===== src/rtl/dual_pair_pkg.sv =====
package dual_pair_pkg;

   // Opcode classes: which pipe an instruction may use.
   typedef enum logic [1:0] {
      CLS_ANY  = 2'd0,
      CLS_U    = 2'd1,
      CLS_V    = 2'd2,
      CLS_SOLO = 2'd3
   } op_cls_e;

   // Refusal reasons, listed in priority order (first match wins).
   typedef enum logic [2:0] {
      RSN_NONE = 3'd0,
      RSN_RAW  = 3'd1,
      RSN_WAW  = 3'd2,
      RSN_PART = 3'd3,
      RSN_SOLO = 3'd4,
      RSN_PIPE = 3'd5
   } rsn_e;

   // Sub-register field to byte mask: bit 0 = low byte, bit 1 = high byte.
   function automatic logic [1:0] byte_mask(input logic [1:0] part);
      case (part)
         2'd1:    byte_mask = 2'b01;
         2'd2:    byte_mask = 2'b10;
         default: byte_mask = 2'b11;
      endcase
   endfunction

endpackage


===== src/rtl/dp_src_hit.sv =====
// Read-after-write detection: each younger source is compared against the
// older destination.
module dp_src_hit #(
   parameter int REG_W   = 3,
   parameter int NUM_SRC = 2
) (
   input  logic [REG_W-1:0]         old_dst,
   input  logic                     old_wr,
   input  logic [1:0]               old_part,
   input  logic [NUM_SRC*REG_W-1:0] yng_src,
   input  logic [NUM_SRC-1:0]       yng_src_vld,
   input  logic [1:0]               yng_part,
   output logic                     raw_hit
);
   import dual_pair_pkg::*;

   logic [NUM_SRC-1:0] per_src;
   logic               lanes_meet;

   assign lanes_meet = |(byte_mask(old_part) & byte_mask(yng_part));

   // One comparator per source.
   for (genvar k = 0; k < NUM_SRC; k++) begin : g_src
      assign per_src[k] = yng_src_vld[k] && old_wr && lanes_meet &&
                          (yng_src[k*REG_W +: REG_W] == old_dst);
   end

   assign raw_hit = |per_src;
endmodule


===== src/rtl/dp_dst_cmp.sv =====
// Destination comparison: a full (WAW) conflict or a split-byte conflict.
module dp_dst_cmp #(
   parameter int REG_W = 3
) (
   input  logic [REG_W-1:0] old_dst,
   input  logic             old_wr,
   input  logic [1:0]       old_part,
   input  logic [REG_W-1:0] yng_dst,
   input  logic             yng_wr,
   input  logic [1:0]       yng_part,
   output logic             waw_hit,
   output logic             part_hit
);
   import dual_pair_pkg::*;

   logic same_reg;
   logic overlap;

   assign same_reg = old_wr && yng_wr && (old_dst == yng_dst);
   assign overlap  = |(byte_mask(old_part) & byte_mask(yng_part));
   assign waw_hit  = same_reg && overlap;
   assign part_hit = same_reg && !overlap;
endmodule


===== src/rtl/dp_class_rule.sv =====
// Class rules: never-pair opcodes and the pipe asymmetry.
module dp_class_rule (
   input  logic [1:0] old_cls,
   input  logic [1:0] yng_cls,
   output logic       solo_hit,
   output logic       pipe_hit
);
   import dual_pair_pkg::*;

   op_cls_e oc, yc;

   assign oc       = op_cls_e'(old_cls);
   assign yc       = op_cls_e'(yng_cls);
   assign solo_hit = (oc == CLS_SOLO) || (yc == CLS_SOLO);
   // The older instruction always takes U, so it must not be V-only,
   // and the younger one takes V, so it must not be U-only.
   assign pipe_hit = (oc == CLS_V) || (yc == CLS_U);
endmodule


===== src/rtl/dp_reason_pick.sv =====
// Priority selection among the refusal causes.
module dp_reason_pick (
   input  logic       raw_hit,
   input  logic       waw_hit,
   input  logic       part_hit,
   input  logic       solo_hit,
   input  logic       pipe_hit,
   output logic [2:0] reason
);
   import dual_pair_pkg::*;

   always_comb begin
      if (raw_hit)       reason = RSN_RAW;
      else if (waw_hit)  reason = RSN_WAW;
      else if (part_hit) reason = RSN_PART;
      else if (solo_hit) reason = RSN_SOLO;
      else if (pipe_hit) reason = RSN_PIPE;
      else               reason = RSN_NONE;
   end
endmodule


===== src/rtl/pair_issue_check.sv =====
module pair_issue_check #(
   parameter int REG_W   = 3,
   parameter int NUM_SRC = 2
) (
   input  logic                     clk,
   input  logic                     rst_n,
   input  logic                     old_vld,
   input  logic [1:0]               old_cls,
   input  logic [1:0]               old_part,
   input  logic [REG_W-1:0]         old_dst,
   input  logic                     old_wr,
   input  logic                     yng_vld,
   input  logic [1:0]               yng_cls,
   input  logic [1:0]               yng_part,
   input  logic [NUM_SRC*REG_W-1:0] yng_src,
   input  logic [NUM_SRC-1:0]       yng_src_vld,
   input  logic [REG_W-1:0]         yng_dst,
   input  logic                     yng_wr,
   output logic [1:0]               issue_cnt,
   output logic                     v_used,
   output logic [2:0]               why
);
   import dual_pair_pkg::*;

   initial begin
      if (REG_W < 1 || REG_W > 8)
         $error("pair_issue_check: REG_W must be in 1..8");
      if (NUM_SRC < 1 || NUM_SRC > 4)
         $error("pair_issue_check: NUM_SRC must be in 1..4");
   end

   logic       raw_hit, waw_hit, part_hit, solo_hit, pipe_hit;
   logic [2:0] pair_rsn;
   logic [1:0] cnt_nx;
   logic [2:0] why_nx;

   dp_src_hit #(.REG_W(REG_W), .NUM_SRC(NUM_SRC)) i_src (
      .old_dst(old_dst), .old_wr(old_wr), .old_part(old_part),
      .yng_src(yng_src), .yng_src_vld(yng_src_vld), .yng_part(yng_part),
      .raw_hit(raw_hit)
   );

   dp_dst_cmp #(.REG_W(REG_W)) i_dst (
      .old_dst(old_dst), .old_wr(old_wr), .old_part(old_part),
      .yng_dst(yng_dst), .yng_wr(yng_wr), .yng_part(yng_part),
      .waw_hit(waw_hit), .part_hit(part_hit)
   );

   dp_class_rule i_cls (
      .old_cls(old_cls), .yng_cls(yng_cls),
      .solo_hit(solo_hit), .pipe_hit(pipe_hit)
   );

   dp_reason_pick i_pick (
      .raw_hit(raw_hit), .waw_hit(waw_hit), .part_hit(part_hit),
      .solo_hit(solo_hit), .pipe_hit(pipe_hit), .reason(pair_rsn)
   );

   always_comb begin
      if (!old_vld) begin
         cnt_nx = 2'd0;
         why_nx = RSN_NONE;
      end else if (!yng_vld) begin
         cnt_nx = 2'd1;
         why_nx = RSN_NONE;
      end else begin
         why_nx = pair_rsn;
         cnt_nx = (pair_rsn == RSN_NONE) ? 2'd2 : 2'd1;
      end
   end

   always_ff @(posedge clk) begin
      if (!rst_n) begin
         issue_cnt <= 2'd0;
         v_used    <= 1'b0;
         why       <= 3'd0;
      end else begin
         issue_cnt <= cnt_nx;
         v_used    <= (cnt_nx == 2'd2);
         why       <= why_nx;
      end
   end
endmodule


===== config.mk =====
export PLATFORM = sky130hd
export DESIGN_NAME = pair_issue_check
export DESIGN_NICKNAME = d
export VERILOG_FILES = /design/src/rtl/dual_pair_pkg.sv /design/src/rtl/dp_src_hit.sv /design/src/rtl/dp_dst_cmp.sv /design/src/rtl/dp_class_rule.sv /design/src/rtl/dp_reason_pick.sv /design/src/rtl/pair_issue_check.sv
export SDC_FILE = /design/constraint.sdc
export NUM_CORES = 1
export LEC_CHECK = 0
export BUFFER_PORTS_ARGS = -buffer_cell sky130_fd_sc_hd__buf_4
export CORE_AREA = 2 2 39 41
export DETAILED_ROUTE_END_ITERATION = 8
export DIE_AREA = 0 0 41 43
export GPL_ROUTABILITY_DRIVEN = 0
export HOLD_SLACK_MARGIN = 0.08
export PLACE_DENSITY = 0.73
export SLEW_MARGIN = 5
export SYNTH_ARGS = -nofsm -noshare
export SYNTH_HDL_FRONTEND = slang
export SYNTH_SLANG_ARGS = --single-unit

===== constraint.sdc =====
create_clock -name clk -period 1.33 [get_ports clk]
set_clock_uncertainty 0.1 [all_clocks]
set_input_delay 0.133 -clock clk [delete_from_list [all_inputs] [get_ports clk]]
set_output_delay 0.133 -clock clk [all_outputs]
set_load 0.02 [all_outputs]

# ---- Word level (Yosys, flattened, before mapping)
# Index checks and enable logic that the tools add are counted.
dict set report word_totals {
  ram_bits 0
  mem_count 0
  romBits 0
  word_cells 43
  latch_bits 0
  in_bits 28
  out_inout_bits 6
  ff_bits 6
}
dict set report classes {
  n_mux 10
  div 0
  n_bitwise 1
  eq_ne 12
  n_mul 0
  addsub 0
  n_lt_le_gt_ge 0
  reduce_logical 17
  n_shift 0
}
# operator count
set op_table {}
lappend op_table {{3-bit two-way mux} 5}
lappend op_table {{2-bit == test, second input constant} 6}
lappend op_table {{1-bit logical AND} 10}
lappend op_table {{3-bit == test} 3}
lappend op_table {{2-bit one-hot mux with 2 select lines} 2}
lappend op_table {{2-bit by 1-bit == test with 1-bit output, second input constant} 3}
lappend op_table {{2-bit two-way mux} 3}
lappend op_table {{2-bit OR reduction} 2}
lappend op_table {{3-bit logical NOT} 1}
lappend op_table {{3-bit AND reduction} 1}
lappend op_table {{2-bit bitwise AND} 1}
lappend op_table {{1-bit logical OR} 2}
lappend op_table {{1-bit logical NOT} 1}

# ---- Logic depth before layout (Yosys ltp)
# Gate-level depths: netlist of the first run.
dict set report depth {
  word_depth 14
  ltp_mapped 5
  depth_no_buf 4
}

# ---- Hierarchy
# From an unflattened synthesis of the first run, not the netlist that was laid out.
dict set report hier_totals {
  hier_cells 48
  area_unflattened_um2 431.7
}
# mod area_per_inst_um2 seq_area_each_um2 instances cells_per_inst
set modules_own_cells {}
lappend modules_own_cells {pair_issue_check 188.9 120.1 1 14}
lappend modules_own_cells {dp_src_hit 107.6 0.0 1 13}
lappend modules_own_cells {dp_dst_cmp 75.1 0.0 1 10}
lappend modules_own_cells {dp_reason_pick 37.5 0.0 1 7}
lappend modules_own_cells {dp_class_rule 22.5 0.0 1 4}

# ---- Worst setup path after synthesis of the first run
# Ideal clock, no wire load.
dict set report synth_timing {
  path_kind {input port to flip-flop}
  start {input old_dst[0]}
  end {register why[0]}
  t_arrival_ps 1109
  path_stages 5
  t_required_ps 1107
  setup_ps 123
  n_path_buf 1
  slack_ps -2
  path_cell_list {xor2_1 > or4_1 > buf_2 > mux2i_1 > a21oi_1}
}
dict set report synth_between {
  elab_chain_len 6
  elab_cells_between_ends 12
  classes_between {3 x eq/ne; 3 x mux; 6 x reduce/logical}
}
# element line_no
set synth_rtl {}
lappend synth_rtl {{start, declared} pair_issue_check.sv:10} ;# input logic [REG_W-1:0] old_dst,
lappend synth_rtl {{3-bit == test} dp_dst_cmp.sv:19} ;# assign same_reg = old_wr && yng_wr && (old_dst == yng_dst);
lappend synth_rtl {{1-bit logical AND} dp_dst_cmp.sv:19}
lappend synth_rtl {{1-bit logical AND} dp_dst_cmp.sv:22} ;# assign part_hit = same_reg && !overlap;
lappend synth_rtl {{3-bit two-way mux} dp_reason_pick.sv:15} ;# else if (part_hit) reason = RSN_PART;
lappend synth_rtl {{3-bit two-way mux} dp_reason_pick.sv:14} ;# else if (waw_hit) reason = RSN_WAW;
lappend synth_rtl {{3-bit two-way mux *} dp_reason_pick.sv:13} ;# if (raw_hit) reason = RSN_RAW;
lappend synth_rtl {{end signal, assigned} pair_issue_check.sv:80} ;# why <= why_nx;
lappend synth_rtl {{end, declared} pair_issue_check.sv:21} ;# output logic [2:0] why
# Every way passes the cells marked *; elsewhere a longest branch is shown, timed or not.
# A chain may end at the register's enable or synchronous reset.

# ---- Worst setup path in the final report of the first run
# Ends and elaborated chain as after synthesis.

==> impl_results.md, run 1 <==
- Worst vdd ir: 257 µV
- Fin crit period: 1.23 ns
- Hold Crit Class: in2reg
- CTS Buf Count: 3
- IO Pins: 34
- Synthesis Warnings: 0
- Syn Inst Count: 41
- TritonCTS clock tree: done
- Busiest layer in global routing: met2
- Max Slew Vio Count: 0
- Final net count: 112
- Hold path start: yng_cls[0]
- Rel. slew slack: 76.6%
- GRT Total Usage: 12.0%
- Input/output buffers: 33
- Rows: 14
- Total chip power: 493 µW
- Crit path max-delay cell type: or4_4
- Diodes inserted: 0
- Drt initial violations: 8
- Die width: 41 µm
- Largest net degree at the start of global routing: 6
- WL final: 927 µm
- PwrDens: 700 nW/µm²
- Synth-to-layout area growth: 97.5%
- GRT overflow: 0
- Core ar.: 1380 µm²
- Worst slew pin tran: 0.348 ns
- Post-DP HPWL: 813 µm
- CP Launch Point: old_dst[0]
- Clk root buf: clkbuf_4
- NetSw: 112 µW
- Vias: 435
- Synth cell types: 17
- Worst EP arrival: 1.24 ns
- Pint: 381 µW
- DRC viols: 0
- CTS clk-pin slew, worst paths: 0.04 ns
- Clock power share: 31.7%
- Crit path launch type: primary input
- Synth Register Bits: 6
- Worst EP required: 1.34 ns
- Crit-path max FO: 5
- Switching Share: 22.8%
- Period utilization: 92.2%
- CP Class: in2reg
- Initial Utilization: 25.8%
- 1st-pass router iterations: 4
- Logic pwr share: 30.3%
- Layout Cells excl Fill: 98
- Post-synthesis sequential area ratio: 33.7%
- Met3 usage: 0%
- Power share of the sequential group: 38.0%
- Most frequent cells in the layout: 36 x buf_4, 9 x xor2_1, 6 x nand2_1, 6 x dfxtp_1, 4 x nor3_1
- Met1 usage: 14.2%
- Post-synth top area share: 33.7%
- Crit-path cells: buf_4, xor2_1, or4_4, mux2i_1, a21oi_1
- Post-Syn Nets: 69
- First-pass GRT wire length: 1490 µm
- Die extent in y: 43 µm
- Bufs and invs on worst path: 1
- CTS H-tree lvls: 1
- Placed instance count: 92
- Via-per-instance ratio: 4.44
- Mean Syn Cell Area: 8.70 µm²
- Routed Antenna Nets: 0
- Crit. End Element: flop
- Fmax: 0.815 GHz
- CP max stage delay: 0.57 ns
- Fin Hold WS: 0.111 ns
- Initial antenna violation count: 0
- Most common cell after layout, fill and taps aside: buf_4
- Top post-synthesis cells by area: dfxtp_1 34%, xor2_1 22%, nand2_1 6.3%, or4bb_1 6.3%, nor3_1 5.6%
- Routed wire per std cell: 9.46 µm
- Vias in the first global route: 418
- RSZ-0062 raised after global routing: no
- Final setup viols: 0
- Status: finished clean
- Leak Pwr: 0.000350 µW
- Global routing usage on met2: 19.7%
- Crit path max-delay family: simple AND/OR/NAND/NOR gates
- Leading area contributor after synthesis: dfxtp_1
- Number of max-cap violations: 0
- Post-Syn Area: 357 µm²
- Layout cell share with drive strength beyond 1: 51.2%
- Die area: 1760 µm²
- Hold Fails Final Rpt: 0
- Num Clock Sinks: 6
- Clk buf depth: 2
## sequential cells by signal, summed over array words and instances (netlist names)
name       count
v_used         1
issue_cnt      2
why            3
## power groups by stage
stage | registers [µW] | logic [µW] | clock network (µW)
6_report | 187 | 150 | 156
5_1_grt | 187 | 164 | 165
4_1_cts | 187 | 147 | 165
3_5_place_dp | 190 | 139 | 0
3_3_place_gp | 190 | 137 | 0
2_1_floorplan | 197 | 42.1 | 0
## worst paths after layout
| kind | slack (ns) | to | depth (start not counted) |
|---|---|---|---|
| worst max-delay path | 0.10 | why[0] | 5 |
| worst min-delay path | 0.11 | issue_cnt[1] | 4 |
## repair_timing
action	in CTS	in global routing
endpoints found under the setup margin	0	2
hold buffers	3	0
setup buffers	0	0
resized for setup	0	2
endpoints found under the hold margin	1	0
## cell type report
cell class / instances / area (µm²)
Multi-Input combinational cell: 34 / 241
Fill cell: 131 / 679
Tap cell: 16 / 20.0
Clock buffer: 3 / 22.5
Sequential cell: 6 / 120
Timing Repair Buffer: 39 / 300
## layer usage
metal	share of wire, %	vias up	wire (µm)
met3	6.0	0	56
met5	0	-	0
met4	0	0	0
li1	-	230	-
met2	55	14	509
met1	39	191	362
## stage by stage
stage / worst slack [ns] / area (µm²) / util, % / setup TNS [ns]
after floorplan: 0.00227 / 357 / - / 0
after global placement: -0.152 / 642 / 46.4 / -0.688
after detailed placement: -0.203 / 642 / 46.4 / -0.698
after CTS: 0.0453 / 694 / 50.2 / 0
after global routing: 0.0421 / 704 / 50.9 / 0
final: 0.103 / 704 / 50.9 / 0
## synth_stat cells
master,instances
xor2_1,9
nand3_1,1
or4_1,1
nor2_1,2
o21ai_0,1
dfxtp_1,6
mux2i_1,1
o21bai_1,1
nand2_1,6
a41oi_1,1
or4bb_1,2
a22o_1,1
a21oi_1,1
buf_2,1
nor4_1,2
nor3_1,4
o21ba_2,1
## cell families after synthesis
group,synth area share (%)
and+or+nand+nor,27.4
muxes,2.81
AOI/OAI and AO/OA,12.6
xor gates and xnor gates,22.1
buffers and inverters,1.40
DFF,33.7
No activity file was read; power rests on OpenSTA's default activity.
==> run 2: changes to the inputs <==
==> constraint.sdc (replaced) <==
create_clock -name clk -period 1.1 [get_ports clk]
set_clock_uncertainty 0.1 [all_clocks]
set_input_delay 0.11 -clock clk [delete_from_list [all_inputs] [get_ports clk]]
set_output_delay 0.11 -clock clk [all_outputs]
set_load 0.02 [all_outputs]
==> impl_results.md, run 2 (same netlist as run 1, synthesis figures left out) <==
- WL final: 1110 µm
- Crit path launch type: primary input
- IO Pins: 34
- Worst EP arrival: 1.18 ns
- TritonCTS clock tree: done
- Largest net degree at the start of global routing: 6
- First-pass GRT wire length: 1730 µm
- Hold Crit Class: in2reg
- Most common cell after layout, fill and taps aside: buf_4
- Final setup viols: 2
- Final net count: 113
- Violated checks: negative setup slack
- Die extent in y: 43 µm
- CP Class: in2reg
- Worst slew pin tran: 0.296 ns
- Crit-path max FO: 5
- GRT Total Usage: 14.6%
- Vias in the first global route: 468
- GRT overflow: 0
- 1st-pass router iterations: 4
- Die width: 41 µm
- Number of flip-flops under the largest register name: 3
- PwrDens: 814 nW/µm²
- Worst EP required: 1.12 ns
- Post-placement worst setup slack: -0.403 ns
- Post-DP HPWL: 879 µm
- Crit. End Element: flop
- Input/output buffers: 33
- CTS H-tree lvls: 1
- DRC viols: 0
- Max Slew Vio Count: 0
- Worst vdd ir: 324 µV
- Num Clock Sinks: 6
- Most frequent cells in the layout: 34 x buf_4, 8 x xor2_1, 6 x dfxtp_1
- Initial antenna violation count: 0
- Drt initial violations: 3
- Hold Fails Final Rpt: 0
- Core ar.: 1380 µm²
- Fill count: 128
- CP max stage delay: 0.55 ns
- Leak Pwr: 0.000364 µW
- RSZ-0062 raised after global routing: yes
- Via-per-instance ratio: 4.64
- Layout cell share with drive strength beyond 1: 60.2%
- Placed instance count: 93
- Crit path max-delay family: simple AND/OR/NAND/NOR gates
- Rows: 14
- Diodes inserted: 0
- CTS Buf Count: 3
- Crit-path cells: buf_6, xor2_1, or4_4, mux2i_1, a21oi_1
- Clk buf depth: 2
- Largest register by flop count: why
- Fmax: 0.857 GHz
- CTS clk-pin slew, worst paths: 0.04 ns
- Initial Utilization: 25.8%
- Largest regs: why x3, issue_cnt x2, v_used x1
- Number of max-cap violations: 0
- Status: finished with violations
- Period utilization: 106%
- Bufs and invs on worst path: 1
- Crit path max-delay cell type: or4_4
- Routed wire per std cell: 11.3 µm
- Final setup margin: -0.0673 ns
- Rel. slew slack: 80.1%
- Clk root buf: clkbuf_4
- Routed Antenna Nets: 0
- Fin crit period: 1.17 ns
- Synth-to-layout area growth: 115%
- Layout Cells excl Fill: 99
- Die area: 1760 µm²
- Total chip power: 623 µW
- Vias: 459
-- run 2: path summary, 6_finish.rpt --
check | cells past startpoint | to | start | slack (ns)
max | 5 | why[0] | yng_dst[1] | -0.07
min | 4 | issue_cnt[1] | yng_cls[0] | 0.14
-- run 2: cell type report --
cell class	instances	area [µm²]	area share [%]
Timing Repair Buffer	40	319	41.7
Tap cell	16	20.0	2.61
Sequential cell	6	120	15.7
Multi-Input combinational cell	34	284	37.1
Clock buffer	3	22.5	2.94
-- run 2: timing repair --
action                                 in CTS  in global routing
resized for setup                           8                  5
setup endpoints to repair                   6                  6
setup buffers                               0                  0
endpoints found under the hold margin       1                  0
pin swaps                                   4                  7
hold buffers                                3                  0
-- run 2: metal layers --
metal / global-route usage (%) / wire (µm) / part of all wire [%] / up-vias
met5: 0 / 0 / 0 / -
met4: 10.0 / 11 / 0.99 / 0
met3: 0.524 / 62 / 5.6 / 2
met2: 26.9 / 657 / 59 / 22
met1: 13.9 / 383 / 34 / 202
li1: - / - / - / 233
-- run 2: tightest hold or removal path, delay by kind of cell --
| family | cells | cell delay (ns) |
|---|---|---|
| simple gates | 3 | 0.23 |
| buf+inv | 1 | 0.09 |
-- run 2: through the flow --
stage / TNS, ns / utilization, % / hold WS (ns) / instance area, µm²
after floorplan: -0.687 / - / 0.129 / 357
final: -0.0834 / 55.3 / 0.140 / 766
after CTS: -0.0855 / 53.4 / 0.0819 / 739
after global placement: -1.74 / 46.9 / 0.240 / 649
after detailed placement: -1.81 / 46.9 / 0.233 / 649
after global routing: -0.283 / 55.3 / 0.174 / 766
-- run 2: report_power, final --
part | leakage (µW) | total (µW) | internal (µW) | switching [µW]
Combinational | 0.000301 | 205 | 124 | 81.0
Clock | 0.0000138 | 192 | 123 | 69.2
Sequential | 0.0000488 | 226 | 225 | 1.54
Total | 0.000364 | 623 | 472 | 152
==> run 3: changes to the inputs <==
--- a/config.mk
+++ b/config.mk
@@ -5,13 +5,15 @@
 export SDC_FILE = /design/constraint.sdc
 export NUM_CORES = 1
 export LEC_CHECK = 0
+export ABC_AREA = 1
 export BUFFER_PORTS_ARGS = -buffer_cell sky130_fd_sc_hd__buf_4
-export CORE_AREA = 2 2 39 41
+export CORE_AREA = 2 2 41 43
+export CTS_CLUSTER_SIZE = 28
 export DETAILED_ROUTE_END_ITERATION = 8
-export DIE_AREA = 0 0 41 43
+export DIE_AREA = 0 0 43 45
 export GPL_ROUTABILITY_DRIVEN = 0
-export HOLD_SLACK_MARGIN = 0.08
-export PLACE_DENSITY = 0.73
+export HOLD_SLACK_MARGIN = 0.05
+export PLACE_DENSITY = 0.77
 export SLEW_MARGIN = 5
 export SYNTH_ARGS = -nofsm -noshare
 export SYNTH_HDL_FRONTEND = slang
==> impl_results.md, run 3 <==
- Fin crit period: 0.939 ns
- Leak Pwr: 0.000483 µW
- Syn Inst Count: 93
- Clk buf depth: 2
- Hold Fails Final Rpt: 0
- Hold Crit Class: in2reg
- Leading area contributor after synthesis: nand2_1
- CTS Hold Bufs: 0
- Number of max-cap violations: 0
- Most frequent cells in the layout: 40 x nand2_1, 34 x buf_4, 16 x inv_1, 16 x nor2_1, 6 x dfxtp_1
- Period utilization: 85.4%
- Final setup viols: 0
- Vias: 627
- Top post-synthesis cells by area: nand2_1 32%, dfxtp_1 25%, inv_1 13%, nor2_1 13%, nand2_2 4.0%
- CTS Buf Count: 3
- CTS clk-pin slew, worst paths: 0.04 ns
- Most frequent cell after synthesis: nand2_1
- Core ar.: 1470 µm²
- PwrDens: 808 nW/µm²
- 1st-pass router iterations: 6
- Post-synth top area share: 31.7%
- Post-Syn Area: 473 µm²
- Worst EP required: 1.13 ns
- Layout Cells excl Fill: 146
- Synthesis Warnings: 0
- TritonCTS clock tree: done
- Input/output buffers: 33
- Synth-to-layout area growth: 63.0%
- Synth Register Bits: 6
- Number of flip-flops under the largest register name: 3
- Max Slew Vio Count: 0
- Crit path launch type: primary input
- Largest net degree at the start of global routing: 5
- WL final: 1130 µm
- Total chip power: 623 µW
- RSZ-0062 raised after global routing: no
- Post-CTS setup-driven buffer insertion count: 0
- Vias in the first global route: 543
- Crit-path max FO: 4
- CTS H-tree lvls: 1
- Clk root buf: clkbuf_4
- Via-per-instance ratio: 4.29
- Layout cell share with drive strength beyond 1: 33.8%
- Synth Flop Type: dfxtp_1
- Initial antenna violation count: 0
- Worst EP arrival: 0.97 ns
- Status: finished clean
- GRT overflow: 0
- Post-synthesis sequential area ratio: 25.4%
- Diodes inserted: 0
- Largest register by flop count: why
- Placed instance count: 143
- Mean Syn Cell Area: 5.09 µm²
- Worst vdd ir: 232 µV
- Rel. slew slack: 89.8%
- Worst slew pin tran: 0.152 ns
- Synth cell count leaders: 40 x nand2_1, 16 x inv_1, 16 x nor2_1
- Post-Syn Nets: 121
- GRT Total Usage: 12.4%
- Largest regs: why x3, issue_cnt x2, v_used x1
- Asr flop ratio synth: 0%
- Routed wire per std cell: 7.71 µm
- Synth cell types: 13
- Final net count: 160
- Hold path start: old_vld
- Most common cell after layout, fill and taps aside: nand2_1
- Rows: 14
- Post-DP HPWL: 1020 µm
- Drt initial violations: 8
- CP Class: in2reg
- CP Launch Point: old_dst[2]
- IO Pins: 34
- First-pass GRT wire length: 1860 µm
- Fmax: 1.06 GHz
- DRC viols: 0
- Routed Antenna Nets: 0
- Die area: 1940 µm²
- Post-CTS Resized: 0
- Die extent in y: 45 µm
- Num Clock Sinks: 6
- Number of synthesized flops with an enable pin: 0
- Die width: 43 µm
- Crit. End Element: flop
- Initial Utilization: 32.1%
## run 3: cell count changes in the layout (fill, tap and decap cells not counted), sizes merged, moves of 2 or more
cell and delta:
or4bb -2, buf -3, inv +18, xor2 -9, nor4 -2, a21oi +2, nand2 +37, dlygate4sd3 -3
nor2 +15
## run 3: through the flow
step                      setup WS (ns)  setup TNS [ns]  hold WS [ns]  area (µm²)  utilization, %
final                             0.161               0         0.102         771            52.4
after global routing             0.0368               0         0.139         771            52.4
after CTS                         0.150               0         0.102         771            52.4
after detailed placement        -0.0984          -0.259         0.354         748            50.9
after global placement          -0.0506          -0.127         0.313         748            50.9
after floorplan                   0.139               0         0.197         473               -
## run 3: critical path: stages
cell and delay [ns]:
buf_4 0.13, inv_2 0.06, nand2_1 0.06, a21oi_2 0.15, nand2_2 0.09, a21oi_1 0.13
nand2_1 0.09, nor2_1 0.09, nor2_1 0.05
## run 3: final timing paths
| kind | to | slack [ns] | cells past startpoint |
|---|---|---|---|
| min | issue_cnt[0] | 0.10 | 3 |
| max | issue_cnt[0] | 0.16 | 9 |
## run 3: layout make-up
type / count / area (µm²)
Timing Repair Buffer: 34 / 255
Clock buffer: 3 / 22.5
Tap cell: 16 / 20.0
Inverter: 19 / 71.3
Multi-Input combinational cell: 68 / 282
Fill cell: 150 / 701
Sequential cell: 6 / 120
## run 3: layer usage
| layer | track usage [%] | vias to the layer above | routed length, µm |
|---|---|---|---|
| met5 | 0 | - | 0 |
| met4 | 5.45 | 0 | 12 |
| met3 | 3.60 | 2 | 123 |
| met2 | 23.3 | 31 | 568 |
| met1 | 12.9 | 251 | 422 |
| li1 | - | 343 | - |
## run 3: cell families after synthesis
logic type             after synthesis  share of synthesized area (%)
AO/OA/AOI/OAI                        4                           5.56
buffers and inverters               19                           15.1
flip-flops                           6                           25.4
AND/OR/NAND/NOR                     64                           54.0
## run 3: power by group
part           switching [µW]  internal, µW
clock                    73.3           123
sequential               1.54           225
combinational            94.3           106
total                     169           454
